===== src/rtl/irqc_pkg.sv =====
package irqc_pkg;
  localparam int unsigned OFF_CAUSE_LO = 32'h004;
  localparam int unsigned OFF_CAUSE_HI = 32'h00C;
  localparam int unsigned OFF_MASK_LO  = 32'h014;
  localparam int unsigned OFF_MASK_HI  = 32'h01C;
  localparam int unsigned OFF_SELECT   = 32'h024;

  typedef enum logic [2:0] {
    RS_NONE, RS_CAUSE_LO, RS_CAUSE_HI, RS_MASK_LO, RS_MASK_HI, RS_SELECT
  } reg_sel_e;
endpackage


===== src/rtl/irqc_cause_word.sv =====
module irqc_cause_word #(
  parameter int W = 32
) (
  input  logic         clk,
  input  logic         rst,
  input  logic [W-1:0] src,
  input  logic         cause_we,
  input  logic         mask_we,
  input  logic [W-1:0] wdata,
  output logic [W-1:0] cause_q,
  output logic [W-1:0] mask_q,
  output logic [W-1:0] pend
);
  logic [W-1:0] keep;

  // written 0 drops a latched bit, written 1 keeps it; live sources always win
  always_comb begin
    keep = cause_we ? (cause_q & wdata) : cause_q;
  end

  always_ff @(posedge clk) begin
    if (rst) begin
      cause_q <= '0;
      mask_q  <= '0;
    end else begin
      cause_q <= src | keep;
      if (mask_we) mask_q <= wdata;
    end
  end

  assign pend = cause_q & mask_q;
endmodule


===== src/rtl/irqc_select.sv =====
module irqc_select #(
  parameter int W        = 32,
  parameter int FLAG_BIT = 30
) (
  input  logic [W-1:0] pend_lo,
  input  logic [W-1:0] pend_hi,
  output logic [W-1:0] sel_val
);
  always_comb begin
    if (|pend_lo) begin
      sel_val           = pend_lo;
      sel_val[FLAG_BIT] = 1'b0;
    end else begin
      sel_val           = pend_hi;
      sel_val[FLAG_BIT] = 1'b1;
    end
  end
endmodule


===== src/rtl/irqc_regbus.sv =====
module irqc_regbus
  import irqc_pkg::*;
#(
  parameter int W  = 32,
  parameter int AW = 12
) (
  input  logic          clk,
  input  logic          rst,
  input  logic [AW-1:0] addr,
  input  logic          wr,
  input  logic          rd,
  input  logic [W-1:0]  cause_lo,
  input  logic [W-1:0]  cause_hi,
  input  logic [W-1:0]  mask_lo,
  input  logic [W-1:0]  mask_hi,
  input  logic [W-1:0]  sel_val,
  output logic [1:0]    cause_we,
  output logic [1:0]    mask_we,
  output logic [W-1:0]  rdata
);
  reg_sel_e     hit;
  logic [W-1:0] rd_mux;

  always_comb begin
    if      (addr == AW'(OFF_CAUSE_LO)) hit = RS_CAUSE_LO;
    else if (addr == AW'(OFF_CAUSE_HI)) hit = RS_CAUSE_HI;
    else if (addr == AW'(OFF_MASK_LO))  hit = RS_MASK_LO;
    else if (addr == AW'(OFF_MASK_HI))  hit = RS_MASK_HI;
    else if (addr == AW'(OFF_SELECT))   hit = RS_SELECT;
    else                                hit = RS_NONE;
  end

  assign cause_we = {wr && (hit == RS_CAUSE_HI), wr && (hit == RS_CAUSE_LO)};
  assign mask_we  = {wr && (hit == RS_MASK_HI),  wr && (hit == RS_MASK_LO)};

  always_comb begin
    case (hit)
      RS_CAUSE_LO: rd_mux = cause_lo;
      RS_CAUSE_HI: rd_mux = cause_hi;
      RS_MASK_LO:  rd_mux = mask_lo;
      RS_MASK_HI:  rd_mux = mask_hi;
      RS_SELECT:   rd_mux = sel_val;
      default:     rd_mux = '0;
    endcase
  end

  always_ff @(posedge clk) begin
    if (rst)     rdata <= '0;
    else if (rd) rdata <= rd_mux;
  end
endmodule


===== src/rtl/irqc_top.sv =====
module irqc_top #(
  parameter int DW       = 32,
  parameter int AW       = 12,
  parameter int PIN_N    = 4,
  parameter int PIN_LSB  = 24,
  parameter int SEL_FLAG = 30
) (
  input  logic            clk,
  input  logic            rst,
  input  logic [2*DW-1:0] src_i,
  input  logic [PIN_N-1:0] pin_grp_i,
  input  logic [AW-1:0]   bus_addr_i,
  input  logic            bus_wr_i,
  input  logic [DW-1:0]   bus_wdata_i,
  input  logic            bus_rd_i,
  output logic [DW-1:0]   bus_rdata_o,
  output logic            irq_o
);
  localparam int NW = 2;

  logic [2*DW-1:0] pin_vec;
  logic [2*DW-1:0] src_eff;
  logic [2*DW-1:0] cause_all;
  logic [2*DW-1:0] mask_all;
  logic [2*DW-1:0] pend_all;
  logic [NW-1:0]   cause_we;
  logic [NW-1:0]   mask_we;
  logic [DW-1:0]   sel_val;
  logic            irq_q;
  logic            mask_we_any;

  // pin-unit summaries land in the high word
  always_comb begin
    pin_vec = '0;
    for (int g = 0; g < PIN_N; g++) pin_vec[DW + PIN_LSB + g] = pin_grp_i[g];
  end
  assign src_eff = src_i | pin_vec;

  for (genvar w = 0; w < NW; w++) begin : g_word
    irqc_cause_word #(.W(DW)) u_word (
      .clk      (clk),
      .rst      (rst),
      .src      (src_eff[w*DW +: DW]),
      .cause_we (cause_we[w]),
      .mask_we  (mask_we[w]),
      .wdata    (bus_wdata_i),
      .cause_q  (cause_all[w*DW +: DW]),
      .mask_q   (mask_all[w*DW +: DW]),
      .pend     (pend_all[w*DW +: DW])
    );
  end

  irqc_select #(.W(DW), .FLAG_BIT(SEL_FLAG)) u_sel (
    .pend_lo (pend_all[DW-1:0]),
    .pend_hi (pend_all[2*DW-1:DW]),
    .sel_val (sel_val)
  );

  irqc_regbus #(.W(DW), .AW(AW)) u_bus (
    .clk      (clk),
    .rst      (rst),
    .addr     (bus_addr_i),
    .wr       (bus_wr_i),
    .rd       (bus_rd_i),
    .cause_lo (cause_all[DW-1:0]),
    .cause_hi (cause_all[2*DW-1:DW]),
    .mask_lo  (mask_all[DW-1:0]),
    .mask_hi  (mask_all[2*DW-1:DW]),
    .sel_val  (sel_val),
    .cause_we (cause_we),
    .mask_we  (mask_we),
    .rdata    (bus_rdata_o)
  );

  always_ff @(posedge clk) begin
    if (rst) irq_q <= 1'b0;
    else     irq_q <= |pend_all;
  end

  assign irq_o       = irq_q;
  assign mask_we_any = |mask_we;
endmodule


===== config.mk =====
export PLATFORM = sky130hd
export DESIGN_NAME = irqc_top
export DESIGN_NICKNAME = d
export VERILOG_FILES = /design/src/rtl/irqc_pkg.sv /design/src/rtl/irqc_cause_word.sv /design/src/rtl/irqc_select.sv /design/src/rtl/irqc_regbus.sv /design/src/rtl/irqc_top.sv
export SDC_FILE = /design/constraint.sdc
export NUM_CORES = 1
export LEC_CHECK = 0
export ABC_AREA = 1
export BUFFER_PORTS_ARGS = -buffer_cell sky130_fd_sc_hd__buf_4
export CAP_MARGIN = 5
export CORE_MARGIN = 8
export CORE_UTILIZATION = 30
export DETAILED_ROUTE_END_ITERATION = 10
export SLEW_MARGIN = 40
export SYNTH_ARGS = -nofsm -noshare
export SYNTH_HDL_FRONTEND = slang
export SYNTH_SLANG_ARGS = --single-unit

===== constraint.sdc =====
create_clock -name clk -period 1.56 [get_ports clk]
set_input_delay 0.156 -clock clk [delete_from_list [all_inputs] [get_ports clk]]
set_output_delay 0.156 -clock clk [all_outputs]
set_load 0.02 [all_outputs]

==> run_results.csv, run 1 <==
group,metric,value,unit
outcome,outcome,"finished, violations left",
outcome,violations,"setup timing",
sta,timing.final.max_slew_violations,0,
detailed_routing,wl,28200,microns
synthesis,ys_seq_area_frac,0.413,
sta,worst_pin_slew,0.321,ns
worst_setup_path,reg2reg_from,"g_word[0].u_word.cause_q[29]",
synthesis,yosys.cell_count.top_type,"nand2_1",
global_routing,overflow,0,
synthesis,synth_ff_type,"dfxtp_1",
worst_setup_path,end_kind,"flop",
die,num_io_pins,149,
sta,hold_viol,0,
sta,finClkSkew,0.00913,ns
worst_setup_path,cp.arrival,2.04,ns
sta,setup_slack,-0.118,ns
worst_setup_path,reg2reg_slack,-0.12,ns
clock_network,clock_latency,0.43,ns
synthesis,synth.distinct_cells,30,
sta,max_freq,0.596,GHz
synthesis,synth_enable_flop_cells,0,
worst_setup_path,rr_worst_depth,12,
synthesis,syn_area,0.00780,sq mm
worst_setup_path,crit_end,"u_bus.rdata[12]",
power_and_ir_drop,power_density,851,mW/mm^2
detailed_routing,dr.pass1.iters,7,
die,start_util,0.303,
detailed_routing,viasPerCell,4.75,
synthesis,synthTopCellsByCount,"nand2_1, inv_1, dfxtp_1, nor2_1, o21ai_0",
detailed_routing,drcViolationCount,0,
sta,rsz0062_at_grt,"true",
power_and_ir_drop,p_leak,5.27,nW
detailed_routing,vias,8432,
detailed_routing,postRouteAntennaNets,0,
detailed_routing,wl_per_cell,15.8,microns
synthesis,syn_inst,1186,
clock_network,cts_root_buffer,"clkbuf_16",
clock_network,clk_path_buf_depth,2,
job,cap_violations,0,
worst_setup_path,critPathLaunch,"g_word[0].u_word.cause_q[29]",
hold_path,hold_path.class,"in -> reg",
global_routing,grt_pass1_vias,8399,
clock_network,clock_sinks,161,
worst_setup_path,required,1.93,ns
hold_path,worstHoldStart,"src_i[0]",
worst_setup_path,start_kind,"flop",
synthesis,ys_top_cells_by_area,"dfxtp_1, nand2_1, inv_1",
synthesis,synth_nets,1302,
sta,min_period_over_period,1.08,
detailed_routing,drtIter0Drc,506,
global_routing,grt_pass1_wl,43800,microns
global_routing,grtUsageTotal,0.176,
power_and_ir_drop,irDropWorstVdd,0.000569,V
finish,drive_above_1_share,0.248,
sta,hold_ws,0.00383,ns
clock_network,path_clk_slew,0.07,ns
clock_network,cts_tree,"yes",
worst_setup_path,path_class,"reg -> reg",
sta,post-route-min-period,1.68,ns
placement,io_buffers,148,
synthesis,syn_avg_cell_area,6.58,sq um
clock_network,cts_buffers,17,
die,dieArea,0.0314,sq mm
finish,design_area,0.0114,sq mm
die,die_y,177,microns
worst_setup_path,worstPathMaxFanout,6,
finish,fin_nets,1544,
synthesis,synthArstFlopShare,0,
clock_network,cts_max_level,4,
die,die_w,177,microns
placement,placed_area,0.00979,sq mm
synthesis,yosys_warnings,0,
sta,slew_headroom,0.784,
worst_setup_path,reg2reg_to,"u_bus.rdata[12]",
finish,syn2layout_area_growth,46.0,%
global_routing,grt_start_max_net_pins,65,
global_routing,grt_antenna_before_repair,1,
placement,dp_hpwl,19400,microns
synthesis,ys_ff_latch,161,
sta,setup-violations-final,33,
synthesis,yosys.area.top_type,"dfxtp_1",
synthesis,synth_top_cell_area_share,0.413,
die,num_rows,59,
die,core_area,0.0258,sq mm
sta,tns,-1.63,ns
placement,gp_congestion,0.827,
==> cells in the final DEF, fill, tap and decap left out, types with 3 or more instances in the layout <==
cell type	synthesis	layout
nand2_1	281	255
buf_4	3	209
inv_1	199	199
dfxtp_1	161	148
nor2_1	115	110
o21ai_0	103	103
a21oi_1	96	81
a211oi_1	64	64
dlygate4sd3_1	0	56
nand3_1	66	42
nand2_2	3	29
nand3_2	0	24
clkbuf_16	0	19
buf_12	0	16
a21oi_2	0	15
dfxtp_2	0	13
nor2_2	6	9
nand4_1	8	8
o21ai_1	6	6
bufinv_16	0	5
nor3_1	3	3
nor2_4	1	3
clkinv_4	0	3
buf_6	4	3
==> cells by family (layout without fill, tap and decap cells) <==
logic type             count (synthesis)  count (layout)  synth area share
other                                  0               1                 0
AO/OA/AOI/OAI                        273             273             0.197
buffers and inverters                264             519             0.135
flip-flops                           161             161             0.413
AND/OR/NAND/NOR                      488             488             0.255
==> timing repair <==
action	CTS	global route
pin swaps	9	29
cloned	1	3
endpoints found under the hold margin	53	0
hold buffers	56	0
endpoints found under the setup margin	33	33
buffers inserted	2	1
resized for setup	13	76
==> state kept, by name (all words and copies together) (netlist names) <==
name	count
irq_o	1
g_word.u_word.mask_q	64
g_word.u_word.cause_q	64
u_bus.rdata	32
==> stage by stage <==
stage,util,setup WS (ns),power [mW],cells
4_1_cts,0.430,-0.0520,9.74,1773
6_report,0.442,-0.118,9.69,1777
3_3_place_gp,0.380,-0.131,5.03,1682
2_1_floorplan,-,0.196,4.59,1186
5_1_grt,0.442,-0.208,10.0,1777
3_5_place_dp,0.380,-0.172,5.04,1682
==> area by class of cell <==
| cell class | count | area [sq um] |
|---|---|---|
| diodes | 1 | 2.50 |
| clock buffers | 19 | 433 |
| clock inverters | 13 | 210 |
| fillers | 2613 | 14400 |
| inverters | 201 | 754 |
| multi-input cells | 761 | 3790 |
| flip-flops and latches | 161 | 3240 |
| well taps | 335 | 419 |
| repair buffers | 286 | 2530 |
==> per-layer routing <==
layer | vias up | routed length, microns | GRT usage | share of wire
met1 | 3832 | 12700 | 0.227 | 0.45
met5 | - | 0 | 0 | 0
met3 | 58 | 1830 | 0.0341 | 0.065
li1 | 4255 | - | - | -
met2 | 287 | 12900 | 0.287 | 0.46
met4 | 0 | 727 | 0.0613 | 0.026
==> power breakdown <==
part	total, mW	switching (mW)	internal [mW]
Sequential	4.32	0.0896	4.23
Clock	4.62	1.77	2.85
Combinational	0.754	0.332	0.423
==> critical path, cell delays in order (launching register included) <==
cell	delay, ns
dfxtp_2	0.34
nand2_2	0.08
nand2_2	0.05
nor2_2	0.12
nand2_2	0.09
nor2_4	0.25
clkbuf_16	0.22
nand3_1	0.07
nand2_1	0.06
nand2_1	0.06
nand3_2	0.07
nand2_2	0.06
a21oi_2	0.13
==> worst min path at each step <==
stage               cells after the start  slack (ns)                           end
floorplan                               2        0.29   g_word[0].u_word.cause_q[0]
global placement                        3        0.41   g_word[1].u_word.cause_q[3]
detailed placement                      3        0.41  g_word[1].u_word.cause_q[12]
CTS                                     3       0.001   g_word[0].u_word.cause_q[0]
global route                            3        0.01   g_word[0].u_word.cause_q[2]
finish                                  3       0.004   g_word[0].u_word.cause_q[0]
No activity file was read; power rests on OpenSTA's default activity.
==> run 2: changes to the inputs <==
--- a/config.mk
+++ b/config.mk
@@ -6,8 +6,10 @@
 export NUM_CORES = 1
 export LEC_CHECK = 0
 export ABC_AREA = 1
+export ABC_CLOCK_PERIOD_IN_PS = 1560
 export BUFFER_PORTS_ARGS = -buffer_cell sky130_fd_sc_hd__buf_4
 export CAP_MARGIN = 5
+export CORE_ASPECT_RATIO = 0.6
 export CORE_MARGIN = 8
 export CORE_UTILIZATION = 30
 export DETAILED_ROUTE_END_ITERATION = 10
==> run_results.csv, run 2 (synthesis results as in run 1) <==
group,metric,value,unit
die,die_y,141,microns
clock_network,clock_latency,0.44,ns
detailed_routing,wl_per_cell,16.6,microns
finish,mostFrequentLayoutCells,"buf_4, nand2_1, inv_1, dfxtp_1, nor2_1",
power_and_ir_drop,power_density,797,mW/mm^2
sta,slew_headroom,0.717,
power_and_ir_drop,comb_power_share,0.082,
global_routing,grt_pass1_vias,8296,
worst_setup_path,worstPathMaxFanout,5,
global_routing,grtUsageTotal,0.189,
sta,hold_viol,0,
worst_setup_path,path_class,"reg -> reg",
placement,place_ws,-0.179,ns
sta,timing.final.max_slew_violations,0,
worst_setup_path,crit_end,"u_bus.rdata[10]",
die,num_io_pins,149,
power_and_ir_drop,switching_share,0.245,
power_and_ir_drop,p_int,7.10,mW
die,start_util,0.307,
placement,gp_congestion,0.866,
die,die_w,224,microns
detailed_routing,drcViolationCount,0,
finish,final_common_cell,"buf_4",
detailed_routing,viasPerCell,4.73,
detailed_routing,vias,8644,
finish,drive_above_1_share,0.296,
sta,min_period_over_period,1.08,
detailed_routing,postRouteAntennaNets,0,
clock_network,clock_sinks,161,
worst_setup_path,reg2reg_slack,-0.13,ns
power_and_ir_drop,switchingPower,2.31,mW
clock_network,cts_max_level,4,
die,num_rows,45,
worst_setup_path,reg2reg_from,"g_word[0].u_word.cause_q[23]",
placement,dp_hpwl,21500,microns
outcome,violations,"setup timing",
global_routing,grt_start_max_net_pins,70,
sta,max_freq,0.592,GHz
worst_setup_path,slowest_stage,"dfxtp_2",
clock_network,path_clk_slew,0.07,ns
sta,tns,-1.71,ns
global_routing,grt_antenna_before_repair,0,
sta,post-route-min-period,1.69,ns
hold_path,hold_path.class,"in -> reg",
power_and_ir_drop,p_leak,5.50,nW
finish,syn2layout_area_growth,51.3,%
sta,finClkSkew,0.0115,ns
worst_setup_path,slowest_delay,0.32,ns
sta,worst_pin_slew,0.421,ns
finish,diodes,0,
outcome,outcome,"finished, violations left",
detailed_routing,drtIter0Drc,815,
clock_network,cts_tree,"yes",
worst_setup_path,critPathLaunch,"g_word[0].u_word.cause_q[23]",
worst_setup_path,required,1.93,ns
finish,utilization,0.465,
die,core_area,0.0254,sq mm
sta,rsz0062_at_grt,"true",
clock_network,cts_buffers,17,
finish,fin_nets,1580,
sta,setup-violations-final,33,
worst_setup_path,reg2reg_to,"u_bus.rdata[10]",
placement,io_buffers,148,
worst_setup_path,start_kind,"flop",
detailed_routing,wl,30300,microns
power_and_ir_drop,irDropWorstVdd,0.000441,V
detailed_routing,dr.pass1.iters,5,
job,cap_violations,0,
die,dieArea,0.0316,sq mm
sta,setup_slack,-0.130,ns
worst_setup_path,path_cells,"nand2_2, nand2_2, nor2_2, nand2_2, nor2_4, buf_6, buf_6, buf_6, nand3_2, nand2_1, nand2_1, nand3_2, nand2_1, a21oi_1",
worst_setup_path,end_kind,"flop",
worst_setup_path,cp.arrival,2.06,ns
power_and_ir_drop,p_clk_frac,0.458,
finish,top_regs,"g_word.u_word.cause_q: 64 flops, g_word.u_word.mask_q: 64 flops, u_bus.rdata: 32 flops",
global_routing,overflow,0,
finish,n_fill_cell,2576,
clock_network,cts_root_buffer,"clkbuf_16",
global_routing,grt_pass1_wl,47100,microns
worst_setup_path,rr_worst_depth,14,
clock_network,clk_path_buf_depth,2,
power_and_ir_drop,pwr-share-seq,0.460,
## run 2: per-layer routing
| metal | GRT usage | vias up | part of all wire |
|---|---|---|---|
| met5 | 0 | - | 0 |
| met4 | 0.0411 | 0 | 0.0079 |
| met3 | 0.0427 | 26 | 0.094 |
| met2 | 0.268 | 341 | 0.40 |
| met1 | 0.283 | 3945 | 0.50 |
| li1 | - | 4332 | - |
## run 2: critical path: cells and delay by family, from the launching register on
family | cells | cell delay [ns]
compound gates | 1 | 0.12
flops | 1 | 0.32
buf+inv | 3 | 0.39
simple gates | 10 | 0.78
## run 2: worst min-delay path by stage
stage                                   endpoint  cells after the start  slack [ns]             from
global route        g_word[0].u_word.cause_q[15]                      3        0.02        src_i[15]
floorplan            g_word[0].u_word.cause_q[0]                      2        0.29         src_i[0]
finish               g_word[0].u_word.mask_q[20]                      3        0.02  bus_wdata_i[20]
global placement    g_word[1].u_word.cause_q[18]                      3        0.41        src_i[50]
detailed placement   g_word[1].u_word.cause_q[3]                      3        0.41        src_i[35]
CTS                  g_word[0].u_word.mask_q[20]                      3       0.002  bus_wdata_i[20]
## run 2: power groups by stage
| stage | Combinational, mW | Clock, mW | Sequential (mW) |
|---|---|---|---|
| CTS | 0.768 | 4.36 | 4.32 |
| global route | 0.847 | 4.50 | 4.34 |
| floorplan | 0.212 | 0 | 4.38 |
| global placement | 0.632 | 0 | 4.40 |
| detailed placement | 0.640 | 0 | 4.41 |
| finish | 0.772 | 4.30 | 4.33 |
## run 2: repair_timing
item | CTS | global route
setup endpoints to repair | 31 | 33
endpoints found under the hold margin | 58 | 0
hold buffers | 62 | 0
pin swaps | 15 | 21
setup buffers | 4 | 5
resized for setup | 61 | 87
gates cloned | 0 | 1
## run 2: area by class of cell
cell class / instances / area, sq um / share of cell area
multi-input combinational: 761 / 3930 / 0.333
sequential: 161 / 3250 / 0.276
timing repair buffer: 322 / 2830 / 0.240
tap: 352 / 440 / 0.0373
clock buffer: 18 / 439 / 0.0372
inverter: 201 / 754 / 0.0639
clock inverter: 14 / 156 / 0.0133
## run 2: stage by stage
| stage | total power [mW] | cells | hold WS, ns | instance area (sq um) |
|---|---|---|---|---|
| 2_1_floorplan | 4.59 | 1186 | 0.290 | 7800 |
| 3_5_place_dp | 5.05 | 1726 | 0.412 | 10000 |
| 5_1_grt | 9.69 | 1829 | 0.0199 | 11800 |
| 6_report | 9.40 | 1829 | 0.0169 | 11800 |
| 4_1_cts | 9.44 | 1824 | 0.00173 | 11500 |
| 3_3_place_gp | 5.03 | 1726 | 0.410 | 10000 |
==> run 3: changes to the inputs <==
--- a/config.mk
+++ b/config.mk
@@ -11,8 +11,10 @@
 export CAP_MARGIN = 5
 export CORE_ASPECT_RATIO = 0.6
 export CORE_MARGIN = 8
-export CORE_UTILIZATION = 30
+export CORE_UTILIZATION = 56
+export CTS_CLUSTER_SIZE = 40
 export DETAILED_ROUTE_END_ITERATION = 10
+export PLACE_DENSITY = 0.81
 export SLEW_MARGIN = 40
 export SYNTH_ARGS = -nofsm -noshare
 export SYNTH_HDL_FRONTEND = slang
==> run_results.csv, run 3 (synthesis results as in run 1) <==
group,metric,value,unit
outcome,outcome,"finished, violations left",
outcome,violations,"DRC, setup timing",
power_and_ir_drop,p_leak,5.27,nW
sta,hold_viol,0,
finish,final_common_cell,"nand2_1",
detailed_routing,wl_per_cell,18.5,microns
detailed_routing,postRouteAntennaNets,0,
die,core_area,0.0136,sq mm
finish,multi_input_area,0.00378,sq mm
placement,io_buffers,148,
placement,place_ws,-0.180,ns
finish,regArea,0.00324,sq mm
clock_network,cts_buffers,17,
sta,slew_headroom,0.734,
clock_network,cts_tree,"yes",
finish,top_regs,"g_word.u_word.cause_q: 64 flops, g_word.u_word.mask_q: 64 flops, u_bus.rdata: 32 flops",
finish,fin_nets,1554,
sta,worst_pin_slew,0.399,ns
finish,drive_above_1_share,0.248,
worst_setup_path,cp.arrival,2.10,ns
sta,setup-violations-final,33,
global_routing,grt_pass1_wl,45300,microns
global_routing,groute.layer.met1.usage,0.416,
global_routing,grt_pass1_vias,8706,
clock_network,cts_max_level,4,
detailed_routing,viasPerCell,5.71,
power_and_ir_drop,power_density,822,mW/mm^2
worst_setup_path,slowest_stage,"dfxtp_2",
global_routing,grt_start_max_net_pins,78,
global_routing,use_met3,0.125,
finish,diodes,0,
finish,utilization,0.816,
sta,post-route-min-period,1.75,ns
placement,gp_congestion,0.972,
global_routing,grt_antenna_before_repair,0,
die,dieArea,0.0181,sq mm
global_routing,grtUsageTotal,0.316,
worst_setup_path,worstPathMaxFanout,13,
worst_setup_path,slowest_delay,0.34,ns
power_and_ir_drop,pwr-share-seq,0.474,
detailed_routing,drcViolationCount,1,
detailed_routing,vias,9290,
global_routing,gr-usage-met2,0.460,
sta,rsz0062_at_grt,"true",
detailed_routing,wl,30100,microns
die,num_rows,33,
clock_network,clock_latency,0.43,ns
worst_setup_path,path_cells,"nand2_2, nand2_2, nor2_2, nand2_2, nor2_4, buf_8, nand3_1, nand2_1, nand2_1, nand3_1, nand2_1, a21oi_1",
worst_setup_path,end_kind,"flop",
sta,finClkSkew,0.0109,ns
die,num_io_pins,149,
finish,mostFrequentLayoutCells,"nand2_1, buf_4, inv_1, dfxtp_1, nor2_1",
power_and_ir_drop,comb_power_share,0.083,
detailed_routing,drtIter0Drc,1385,
clock_network,path_clk_slew,0.06,ns
clock_network,cts_root_buffer,"clkbuf_16",
job,cap_violations,0,
sta,setup_slack,-0.188,ns
detailed_routing,dr.pass1.iters,9,
sta,timing.final.max_slew_violations,0,
power_and_ir_drop,p_clk_frac,0.444,
sta,min_period_over_period,1.12,
finish,syn2layout_area_growth,42.6,%
worst_setup_path,critical_path.top_delay_family,"simple AND/OR/NAND/NOR gates",
power_and_ir_drop,switching_share,0.249,
power_and_ir_drop,switchingPower,2.27,mW
clock_network,clock_sinks,161,
power_and_ir_drop,p_total,9.14,mW
hold_path,hold_path.class,"in -> reg",
clock_network,clk_path_buf_depth,2,
power_and_ir_drop,p_int,6.87,mW
global_routing,overflow,0,
finish,n_fill_cell,896,
sta,tns,-3.34,ns
placement,dp_hpwl,19200,microns
global_routing,top_usage_layer,"met2",
die,start_util,0.572,
worst_setup_path,required,1.91,ns
die,die_y,107,microns
die,die_w,168,microns
power_and_ir_drop,irDropWorstVdd,0.000718,V
sta,max_freq,0.572,GHz
worst_setup_path,start_kind,"flop",
worst_setup_path,path_class,"reg -> reg",
worst_setup_path,worst-path-buf-inv,1,
## run 3: power groups by stage
stage / combinational, mW / sequential (mW) / clock [mW]
after floorplan: 0.212 / 4.38 / 0
after global placement: 0.587 / 4.41 / 0
after detailed placement: 0.600 / 4.41 / 0
after CTS: 0.717 / 4.32 / 4.06
after global routing: 0.813 / 4.34 / 4.25
final: 0.755 / 4.33 / 4.06
## run 3: metrics by stage
step / instances / hold WS [ns] / cell area (sq um)
after global routing: 1626 / 0.00714 / 11100
after CTS: 1623 / 0.000290 / 10900
after global placement: 1527 / 0.408 / 9610
after detailed placement: 1527 / 0.409 / 9610
final: 1626 / 0.00824 / 11100
after floorplan: 1186 / 0.290 / 7800
## run 3: layout make-up
| type | count | area share |
|---|---|---|
| inverters | 201 | 0.0678 |
| well taps | 175 | 0.0197 |
| clock buffers | 18 | 0.0386 |
| flip-flops and latches | 161 | 0.292 |
| clock inverters | 14 | 0.0119 |
| multi-input cells | 761 | 0.340 |
| repair buffers | 296 | 0.231 |
## run 3: repair_timing
action	in CTS	in global routing
buffers inserted	5	2
setup endpoints to repair	33	33
gates cloned	1	0
resized for setup	35	61
endpoints found under the hold margin	55	1
hold buffers	58	1
pin swaps	11	23
## run 3: path summary, 6_finish.rpt
kind	start	to	slack [ns]	depth (start not counted)
min reg2reg	u_bus.rdata[3]	u_bus.rdata[3]	0.47	2
min	src_i[56]	g_word[1].u_word.cause_q[24]	0.008	3
max	g_word[0].u_word.cause_q[28]	u_bus.rdata[6]	-0.19	12
max reg2reg	g_word[0].u_word.cause_q[28]	u_bus.rdata[6]	-0.19	12
## run 3: worst min-delay path, stage by stage
cell and delay [ns]:
buf_4 0.08, nor2_1 0.04, a21oi_1 0.12
## run 3: per-layer routing
metal  up-vias  wire length, microns
li1       4293                     -
met1      4147                 11700
met2       732                 12300
met3       118                  5070
met4         0                   933
met5         -                     0
